`config.mk`:
```
export PLATFORM = sky130hd
export DESIGN_NAME = banked_gpio_ctrl
export DESIGN_NICKNAME = d
export VERILOG_FILES = /design/src/rtl/pinbank_pkg.sv /design/src/rtl/pad_sync.sv /design/src/rtl/pin_event.sv /design/src/rtl/bank_map.sv /design/src/rtl/banked_gpio_ctrl.sv
export SDC_FILE = /design/constraint.sdc
export NUM_CORES = 2
export LEC_CHECK = 0
export ABC_AREA = 1
export BUFFER_PORTS_ARGS = -buffer_cell sky130_fd_sc_hd__buf_4
export CORE_MARGIN = 3
export CORE_UTILIZATION = 25
export DETAILED_ROUTE_END_ITERATION = 10
export MAX_ROUTING_LAYER = met4
export PLACE_DENSITY = 0.39
export SLEW_MARGIN = 5
export SYNTH_ARGS = -nofsm -noshare
export SYNTH_HDL_FRONTEND = slang
export SYNTH_HIERARCHICAL = 1
export SYNTH_SLANG_ARGS = --single-unit
```
`constraint.sdc`:
```
create_clock -name clk -period 2.8 [get_ports clk]
set_input_delay 0.7 -clock clk [delete_from_list [all_inputs] [get_ports clk]]
set_output_delay 0.7 -clock clk [all_outputs]
set_load 0.02 [all_outputs]
```
`src/rtl/pinbank_pkg.sv`:
```
package pinbank_pkg;

    localparam int NUM_BANKS  = 5;
    localparam int NUM_PINS   = 107;
    localparam int DATA_W     = 32;
    localparam int BANK_IDX_W = 3;
    localparam int REG_IDX_W  = 3;
    localparam int ADDR_W     = BANK_IDX_W + REG_IDX_W;

    typedef enum logic [REG_IDX_W-1:0] {
        REG_LEVEL = 3'd0,
        REG_DRIVE = 3'd1,
        REG_SENSE = 3'd2,
        REG_TRIG  = 3'd3,
        REG_POL   = 3'd4,
        REG_MASK  = 3'd5,
        REG_ACK   = 3'd6,
        REG_PEND  = 3'd7
    } reg_sel_e;

    typedef struct packed {
        logic [NUM_PINS-1:0] level;
        logic [NUM_PINS-1:0] drive;
        logic [NUM_PINS-1:0] trig;
        logic [NUM_PINS-1:0] pol;
        logic [NUM_PINS-1:0] mask;
        logic [NUM_PINS-1:0] pend;
        logic [DATA_W-1:0]   rdata;
    } ctrl_state_t;

    function automatic int bank_width(input int b);
        case (b)
            0:       return 16;
            1:       return 27;
            2:       return 25;
            3:       return 27;
            4:       return 12;
            default: return 0;
        endcase
    endfunction

    function automatic int bank_base(input int b);
        int s;
        s = 0;
        for (int i = 0; i < b; i++) s += bank_width(i);
        return s;
    endfunction

    function automatic int max_bank_width();
        int m;
        m = 0;
        for (int i = 0; i < NUM_BANKS; i++)
            if (bank_width(i) > m) m = bank_width(i);
        return m;
    endfunction

endpackage

```
`src/rtl/pad_sync.sv`:
```
module pad_sync #(
    parameter int WIDTH  = 8,
    parameter int STAGES = 2
) (
    input  logic             clk,
    input  logic             rst_n,
    input  logic [WIDTH-1:0] din,
    output logic [WIDTH-1:0] dout
);

    logic [WIDTH-1:0] stage_d [STAGES];
    logic [WIDTH-1:0] stage_q [STAGES];

    always_comb begin
        stage_d[0] = din;
        for (int s = 1; s < STAGES; s++) stage_d[s] = stage_q[s-1];
    end

    always_ff @(posedge clk or negedge rst_n) begin
        if (!rst_n) begin
            for (int s = 0; s < STAGES; s++) stage_q[s] <= '0;
        end else begin
            stage_q <= stage_d;
        end
    end

    assign dout = stage_q[STAGES-1];

endmodule

```
`src/rtl/pin_event.sv`:
```
module pin_event #(
    parameter int WIDTH = 8
) (
    input  logic             clk,
    input  logic             rst_n,
    input  logic [WIDTH-1:0] level,
    input  logic [WIDTH-1:0] edge_mode,
    input  logic [WIDTH-1:0] active_high,
    output logic [WIDTH-1:0] hit
);

    logic [WIDTH-1:0] prev_d;
    logic [WIDTH-1:0] prev_q;

    assign prev_d = level;

    always_ff @(posedge clk or negedge rst_n) begin
        if (!rst_n) prev_q <= '0;
        else        prev_q <= prev_d;
    end

    for (genvar i = 0; i < WIDTH; i++) begin : g_pin
        assign hit[i] = edge_mode[i]
            ? (active_high[i] ? (level[i] & ~prev_q[i]) : (~level[i] & prev_q[i]))
            : (level[i] == active_high[i]);
    end

endmodule

```
`src/rtl/bank_map.sv`:
```
module bank_map
    import pinbank_pkg::*;
(
    input  logic [BANK_IDX_W-1:0] bank_sel,
    input  logic [DATA_W-1:0]     wdata,
    input  logic [NUM_PINS-1:0]   src_vec,
    output logic [NUM_PINS-1:0]   wmask,
    output logic [NUM_PINS-1:0]   wspread,
    output logic [DATA_W-1:0]     rword
);

    localparam int MAX_W = max_bank_width();

    logic [DATA_W-1:0] word [NUM_BANKS];
    logic              unused_hi_bits;

    assign unused_hi_bits = ^wdata[DATA_W-1:MAX_W];

    for (genvar b = 0; b < NUM_BANKS; b++) begin : g_bank
        localparam int W    = bank_width(b);
        localparam int BASE = bank_base(b);
        assign wmask[BASE +: W]   = {W{bank_sel == BANK_IDX_W'(b)}};
        assign wspread[BASE +: W] = wdata[W-1:0];
        assign word[b]            = {{(DATA_W-W){1'b0}}, src_vec[BASE +: W]};
    end

    always_comb begin
        rword = '0;
        for (int b = 0; b < NUM_BANKS; b++)
            if (bank_sel == BANK_IDX_W'(b)) rword = word[b];
    end

endmodule

```
`src/rtl/banked_gpio_ctrl.sv`:
```
module banked_gpio_ctrl
    import pinbank_pkg::*;
#(
    parameter int SYNC_STAGES = 2
) (
    input  logic                clk,
    input  logic                rst_n,
    input  logic                bus_valid,
    input  logic                bus_write,
    input  logic [ADDR_W-1:0]   bus_addr,
    input  logic [DATA_W-1:0]   bus_wdata,
    output logic [DATA_W-1:0]   bus_rdata,
    input  logic [NUM_PINS-1:0] pad_in,
    output logic [NUM_PINS-1:0] pad_out,
    output logic [NUM_PINS-1:0] pad_oe,
    output logic                irq
);

    localparam int PIN_SUM = bank_base(NUM_BANKS);

    initial begin
        if (PIN_SUM != NUM_PINS) $error("bank widths do not cover all pins");
    end

    ctrl_state_t cur_q, nxt_d;

    logic [BANK_IDX_W-1:0] bank_sel;
    reg_sel_e              reg_sel;
    logic                  wr_req, rd_req;
    logic [NUM_PINS-1:0]   sensed, hit, src_vec, wmask, wspread, ack_bits;
    logic [NUM_PINS-1:0]   pend_vec, mask_vec;
    logic [DATA_W-1:0]     rword;

    assign bank_sel = bus_addr[ADDR_W-1 -: BANK_IDX_W];
    assign reg_sel  = reg_sel_e'(bus_addr[REG_IDX_W-1:0]);
    assign wr_req   = bus_valid & bus_write;
    assign rd_req   = bus_valid & ~bus_write;

    pad_sync #(.WIDTH(NUM_PINS), .STAGES(SYNC_STAGES)) u_sync (
        .clk  (clk),
        .rst_n(rst_n),
        .din  (pad_in),
        .dout (sensed)
    );

    pin_event #(.WIDTH(NUM_PINS)) u_event (
        .clk        (clk),
        .rst_n      (rst_n),
        .level      (sensed),
        .edge_mode  (cur_q.trig),
        .active_high(cur_q.pol),
        .hit        (hit)
    );

    bank_map u_map (
        .bank_sel(bank_sel),
        .wdata   (bus_wdata),
        .src_vec (src_vec),
        .wmask   (wmask),
        .wspread (wspread),
        .rword   (rword)
    );

    function automatic logic [NUM_PINS-1:0] merge_bits(
        input logic [NUM_PINS-1:0] old_v,
        input logic [NUM_PINS-1:0] m,
        input logic [NUM_PINS-1:0] v
    );
        return (old_v & ~m) | (v & m);
    endfunction

    always_comb begin
        case (reg_sel)
            REG_LEVEL: src_vec = cur_q.level;
            REG_DRIVE: src_vec = cur_q.drive;
            REG_SENSE: src_vec = sensed;
            REG_TRIG:  src_vec = cur_q.trig;
            REG_POL:   src_vec = cur_q.pol;
            REG_MASK:  src_vec = cur_q.mask;
            REG_PEND:  src_vec = cur_q.pend;
            default:   src_vec = '0;
        endcase
    end

    always_comb begin
        nxt_d    = cur_q;
        ack_bits = '0;
        if (wr_req) begin
            case (reg_sel)
                REG_LEVEL: nxt_d.level = merge_bits(cur_q.level, wmask, wspread);
                REG_DRIVE: nxt_d.drive = merge_bits(cur_q.drive, wmask, wspread);
                REG_TRIG:  nxt_d.trig  = merge_bits(cur_q.trig,  wmask, wspread);
                REG_POL:   nxt_d.pol   = merge_bits(cur_q.pol,   wmask, wspread);
                REG_MASK:  nxt_d.mask  = merge_bits(cur_q.mask,  wmask, wspread);
                REG_ACK:   ack_bits    = wspread & wmask;
                default:   ;
            endcase
        end
        nxt_d.pend  = (cur_q.pend | (hit & cur_q.mask)) & ~ack_bits;
        nxt_d.rdata = rd_req ? rword : '0;
    end

    always_ff @(posedge clk or negedge rst_n) begin
        if (!rst_n) cur_q <= '0;
        else        cur_q <= nxt_d;
    end

    assign pend_vec  = cur_q.pend;
    assign mask_vec  = cur_q.mask;
    assign pad_out   = cur_q.level;
    assign pad_oe    = cur_q.drive;
    assign bus_rdata = cur_q.rdata;
    assign irq       = |(pend_vec & mask_vec);

endmodule

```
* Word-level counts from Yosys, hierarchy flattened *
Index checks and enable logic that the tools add are counted.

storage, ports and cells
  register bits = 995
  word-level logic and storage cells = 807
  input bits = 149
  output and inout bits = 247

operators by class
  multiplexer cells = 223
  reduce and logical (&&, ||, !) cells = 8
  bitwise logic cells = 448
  equality and inequality tests = 118

operator list
  cell                  number
  $and A107 B107 Y107   9
  $pmux W107 S7         1
  $or A107 B107 Y107    6
  $and A1 B1 Y1         216
  $not A1 Y1            215
  $mux W1               214
  $mux W107             2
  $not A107 Y107        2
  $mux W27              4
  $eq A1 B1 Y1          107
  $reduce_or A107 Y1    1
  $mux W32              1
  $mux W16              1
  $eq A3 B3 Y1 const B  5
  $eq A3 B2 Y1 const B  4
  $reduce_and A2 Y1     5
  $eq A3 B1 Y1 const B  2
  $logic_not A3 Y1      2

* Longest topological paths before layout *
  depth in word-level cells = 8
  mapped depth = 15
  mapped depth without buffers = 13

* Hierarchy *
The synthesis kept the hierarchy.

modules (own cells, without submodules)
  module            instances  seq. area each (µm²)  area each (µm²)  cells an instance
  banked_gpio_ctrl  1          16866.2               33389.5          4076
  pin_event         1          2677.6                6292.3           1070
  pad_sync          1          5355.1                5355.1           214
  bank_map          1          0.0                   2508.7           413

* Worst setup path after synthesis *
OpenSTA, ideal clock, no wires.

  kind = input-to-reg
  from = input port bus_addr[3]
  to = register (tool-made name)
  stages = 8
  buffers on the path = 4
  data required time = 2.673 ns
  library setup time = 0.127 ns
  slack = 0.074 ns
  arrival time = 2.599 ns
  cell sequence = buf_2 buf_1 nor3_1 buf_4 clkbuf_1 nand2_1 nand2_1 o21ai_0

RTL lines
  what                line                    source
  start: declaration  banked_gpio_ctrl.sv:10  input logic [ADDR_W-1:0] bus_addr,

* Worst setup path after layout *
  from = register cur_q, in the netlist pend_vec[42]
  to = output port irq

between the ends
  cells in the longest elaborated chain, start to end = 2

ends and longest elaborated chain
  what                      line                     source
  start: declaration        banked_gpio_ctrl.sv:25   ctrl_state_t cur_q, nxt_d;
  start signal: assignment  banked_gpio_ctrl.sv:105  else cur_q <= nxt_d;
  $and A107 B107 Y107       banked_gpio_ctrl.sv:113  assign irq = |(pend_vec & mask_vec);
  $reduce_or A107 Y1        banked_gpio_ctrl.sv:113
  end: declaration          banked_gpio_ctrl.sv:16   output logic irq

No other way between the ends.

==> implementation parameters <==
Parameter                              Value

Hold path
  Beginning of the worst hold path ... pad_in[64]
  Worst hold endpoint ... u_sync/stage_d[64]
  Hold Path Class ... in2reg
  Number of cells traversed by the worst hold path ... 1

Logic synthesis
  EDFF count, synth ... 0
  Share of synthesized area occupied by flip-flops and latches ... 52.4%
  Top flip-flop cell by instance count after synthesis ... sky130_fd_sc_hd__dfrtp_1
  Total number of yosys warnings ... 6
  Count of state elements after synthesis ... 995
  Mapped Avg Cell Area ... between 8 and 9 um2
  Synthesized cell area ... 47500 um2
  Synth Instances ... around 5800
  Library cells used by synthesis ... 27
  Async set-reset flop share out of synthesis ... between 90% and 100%

Route
  Initial drt markers ... 3525
  Remaining antenna violation count ... 0
  Aggregate routed wire length ... 200000 um
  DR vias ... 39300
  Number of detailed-route iterations in the first pass ... 5
  Via density per instance ... roughly 4.6
  Drc violations ... 0
  DR WL/cell ... 23.7 um

Cells and area
  Share of final-layout standard cells stronger than drive strength 1 ... 15.1%
  Post-synthesis to final-layout area growth ... 19.8%
  Net total in the final layout ... 5999
  Count of placed standard cells in the final layout, fillers left out ... 8452
  Filler cells ... approximately 20000
  Post-route cell area ... 57000 um2

Setup path
  Slowest stage cell on the critical path ... sky130_fd_sc_hd__dfrtp_1
  Endpoint type of the worst setup path ... output pin
  Type of the worst setup path ... reg2out
  Crit path DAT ... approximately 2.2 ns
  Worst Setup Start Kind ... register
  Number of buffer and inverter instances along the worst setup path ... 1
  Ordered cell list for the critical path ... nand2_2, nand4_1, nor2_4, nand2_4, nor2_4, nand2_4, buf_6
  Setup slack on the worst flop-to-flop path ... 0.89 ns
  Delay of the slowest cell on the worst path ... roughly 0.4 ns
  Highest net fanout along the worst path ... 3
  Critical Path RT ... 2.10 ns
  Cell family with the largest share of critical-path delay ... simple AND/OR/NAND/NOR gates
  Worst Reg-to-Reg Cells ... 10
  Startpoint of the most critical register-to-register path ... u_sync/dout[1]
  Critical register-to-register path endpoint ... bus_rdata[1]

GRT
  Busiest layer in global routing ... met2
  Wire length of the first global-routing pass ... 286000 um
  Overall fraction of global-route tracks in use ... between 20% and 30%
  Met1 capacity usage during global routing ... 25.9%
  Grt total ovfl ... 0
  Number of global-route vias before repair ... ~38000
  Initial antenna violation count ... 16
  GR met2 Demand/Resource ... 33.7%
  Global routing usage on met3 ... 3.04%
  Largest net degree at the start of global routing ... 105

Clocking
  Longest Clk Path Bufs ... 3
  Root buf cell ... sky130_fd_sc_hd__clkbuf_16
  Clock insertion delay at the later pin of the skew report ... 0.76 ns
  Clock transition at path regs ... 0.06 ns
  Clock tree from TritonCTS ... built
  Count of H-tree levels built during CTS ... 3
  Number of sinks driven by the clock tree ... 995
  Clock buffer count from CTS ... around 120

STA
  Clock skew ... 0.0153 ns
  Total setup violations reported at the end of the flow ... 1
  Slack of the critical path ... -0.0566 ns
  Final total negative setup slack ... -0.0566 ns
  Fmax ... 0.350 GHz
  Final cycle utilization of the critical path ... 102%
  Hold violation total from the final report ... 0
  Total count of max-transition violations in the final report ... 0
  Tmin final ... 2.86 ns
  Setup repair after global routing missed its margin ... true
  Hold Slack ... 0.0783 ns
  Worst Tran Pin Value ... 0.745 ns
  Worst slew slack as a fraction of its limit ... between 50% and 60%

Floorplan
  I/O pin total ... 396
  Core Area ... about 190000 um2
  Die X ... around 440 um
  Row count ... 159
  Initial standard-cell utilization of the core ... 25.2%
  Die Footprint ... 195000 um2
  Chip Height ... 442 um

Outcome
  Run status ... complete, but fails checks
  Violations in the final reports ... negative setup slack

Power
  Total chip power ... just under 40 mW
  P per Cell Area ... between 600 and 700 nW/um2
  IR drop worst, VDD ... 508 uV
  Leak pwr ... ~27 nW

Placement
  IO Port Bufs ... 390
  Final HPWL DP ... 139000 um
  Total cell area at the placement stage ... 51300 um2
  Final weighted congestion in routability-driven placement ... about 0.86
  Placed cell count ... 8089

Job
  Max cap viols ... 0
placed cells by master (no fill, tap or decap), types with 22 or more instances in the layout:
cell type,instances
sky130_fd_sc_hd__a21oi_1,513
sky130_fd_sc_hd__a22oi_1,94
sky130_fd_sc_hd__a31oi_1,425
sky130_fd_sc_hd__buf_12,73
sky130_fd_sc_hd__buf_4,536
sky130_fd_sc_hd__clkbuf_1,22
sky130_fd_sc_hd__clkbuf_16,120
sky130_fd_sc_hd__clkinv_2,29
sky130_fd_sc_hd__dfrtp_1,995
sky130_fd_sc_hd__dlygate4sd3_1,98
sky130_fd_sc_hd__inv_1,453
sky130_fd_sc_hd__nand2_1,1780
sky130_fd_sc_hd__nand2_2,33
sky130_fd_sc_hd__nand3_1,63
sky130_fd_sc_hd__nand4_1,106
sky130_fd_sc_hd__nor2_1,240
sky130_fd_sc_hd__nor2_4,22
sky130_fd_sc_hd__o21ai_0,221
sky130_fd_sc_hd__o21ai_1,32
worst max-delay path by stage:
stage	end	startpoint	cells past startpoint	slack, ns
after CTS	irq	register	7	-0.14
final	irq	pend_vec[42]	7	-0.06
after global placement	bus_rdata[11]	bus_addr[0]	15	-0.20
after detailed placement	bus_rdata[11]	bus_addr[0]	15	-0.21
after floorplan	register	bus_addr[3]	8	0.07
after global routing	irq	register	9	-0.16
report_power, final:
part           total [mW]  switching, mW  internal, mW
combinational        5.69           3.63          2.06
clock                16.7           6.73          10.0
sequential           16.9           1.26          15.6
layer usage:
metal | up-vias | share of wire [%]
li1 | 18700 | -
met1 | 19300 | 43
met2 | 1085 | 48
met3 | 240 | 4.8
met4 | 0 | 3.8
met5 | - | 0
synthesized netlist by cell type, drive strengths merged, types with 3 or more instances:
cell type | count | area, um2
clkbuf | 176 | 661
or2 | 4 | 25.0
inv | 464 | 1740
nor2 | 271 | 1040
a22oi | 94 | 706
nand3 | 66 | 335
nor3 | 3 | 31.3
a21oi | 513 | 2570
buf | 581 | 4090
nand2 | 1818 | 6830
nand4 | 106 | 663
dfrtp | 995 | 24900
a31oi | 425 | 2660
o21ai | 253 | 1270
layout make-up:
| type | instances | area [um2] | area share [%] |
|---|---|---|---|
| diodes | 5 | 12.5 | 0.0220 |
| inverters | 464 | 1780 | 3.12 |
| clock buffers | 160 | 3330 | 5.85 |
| repair buffers | 709 | 6490 | 11.4 |
| multi-input cells | 3561 | 16500 | 28.9 |
| flip-flops and latches | 995 | 24900 | 43.7 |
| clock inverters | 63 | 850 | 1.49 |
| well taps | 2495 | 3120 | 5.48 |
metrics by stage:
step / setup WS, ns / utilization, %
global route: -0.159 / 30.2
CTS: -0.138 / 30.2
global placement: -0.197 / 27.2
finish: -0.0566 / 30.2
detailed placement: -0.210 / 27.2
floorplan: 0.0739 / -
cells by family after synthesis:
group	Yosys count	share of synthesized area [%]
other	1	0.00789
buffers and inverters	1221	13.6
AO/OA/AOI/OAI	1287	15.2
AND/OR/NAND/NOR	2269	18.8
flip-flops	995	52.4
worst register-to-register path, stage by stage (launching register included):
cell	delay, ns
sky130_fd_sc_hd__dfrtp_1	0.48
sky130_fd_sc_hd__nand2_1	0.11
sky130_fd_sc_hd__nand2_1	0.05
sky130_fd_sc_hd__a21oi_1	0.32
sky130_fd_sc_hd__nand4_1	0.25
sky130_fd_sc_hd__nand3_1	0.15
sky130_fd_sc_hd__nand2_1	0.09
sky130_fd_sc_hd__nor2_1	0.15
sky130_fd_sc_hd__nand3_1	0.09
sky130_fd_sc_hd__inv_1	0.06
sky130_fd_sc_hd__nor2_1	0.04
timing repair:
item | CTS | global route
pin swaps | 27 | 9
buffers inserted | 28 | 9
endpoints found under the setup margin | 1 | 1
resized for setup | 73 | 6
hold endpoints to repair | 111 | 0
hold buffers | 98 | 0
No activity file was read; power rests on OpenSTA's default activity.
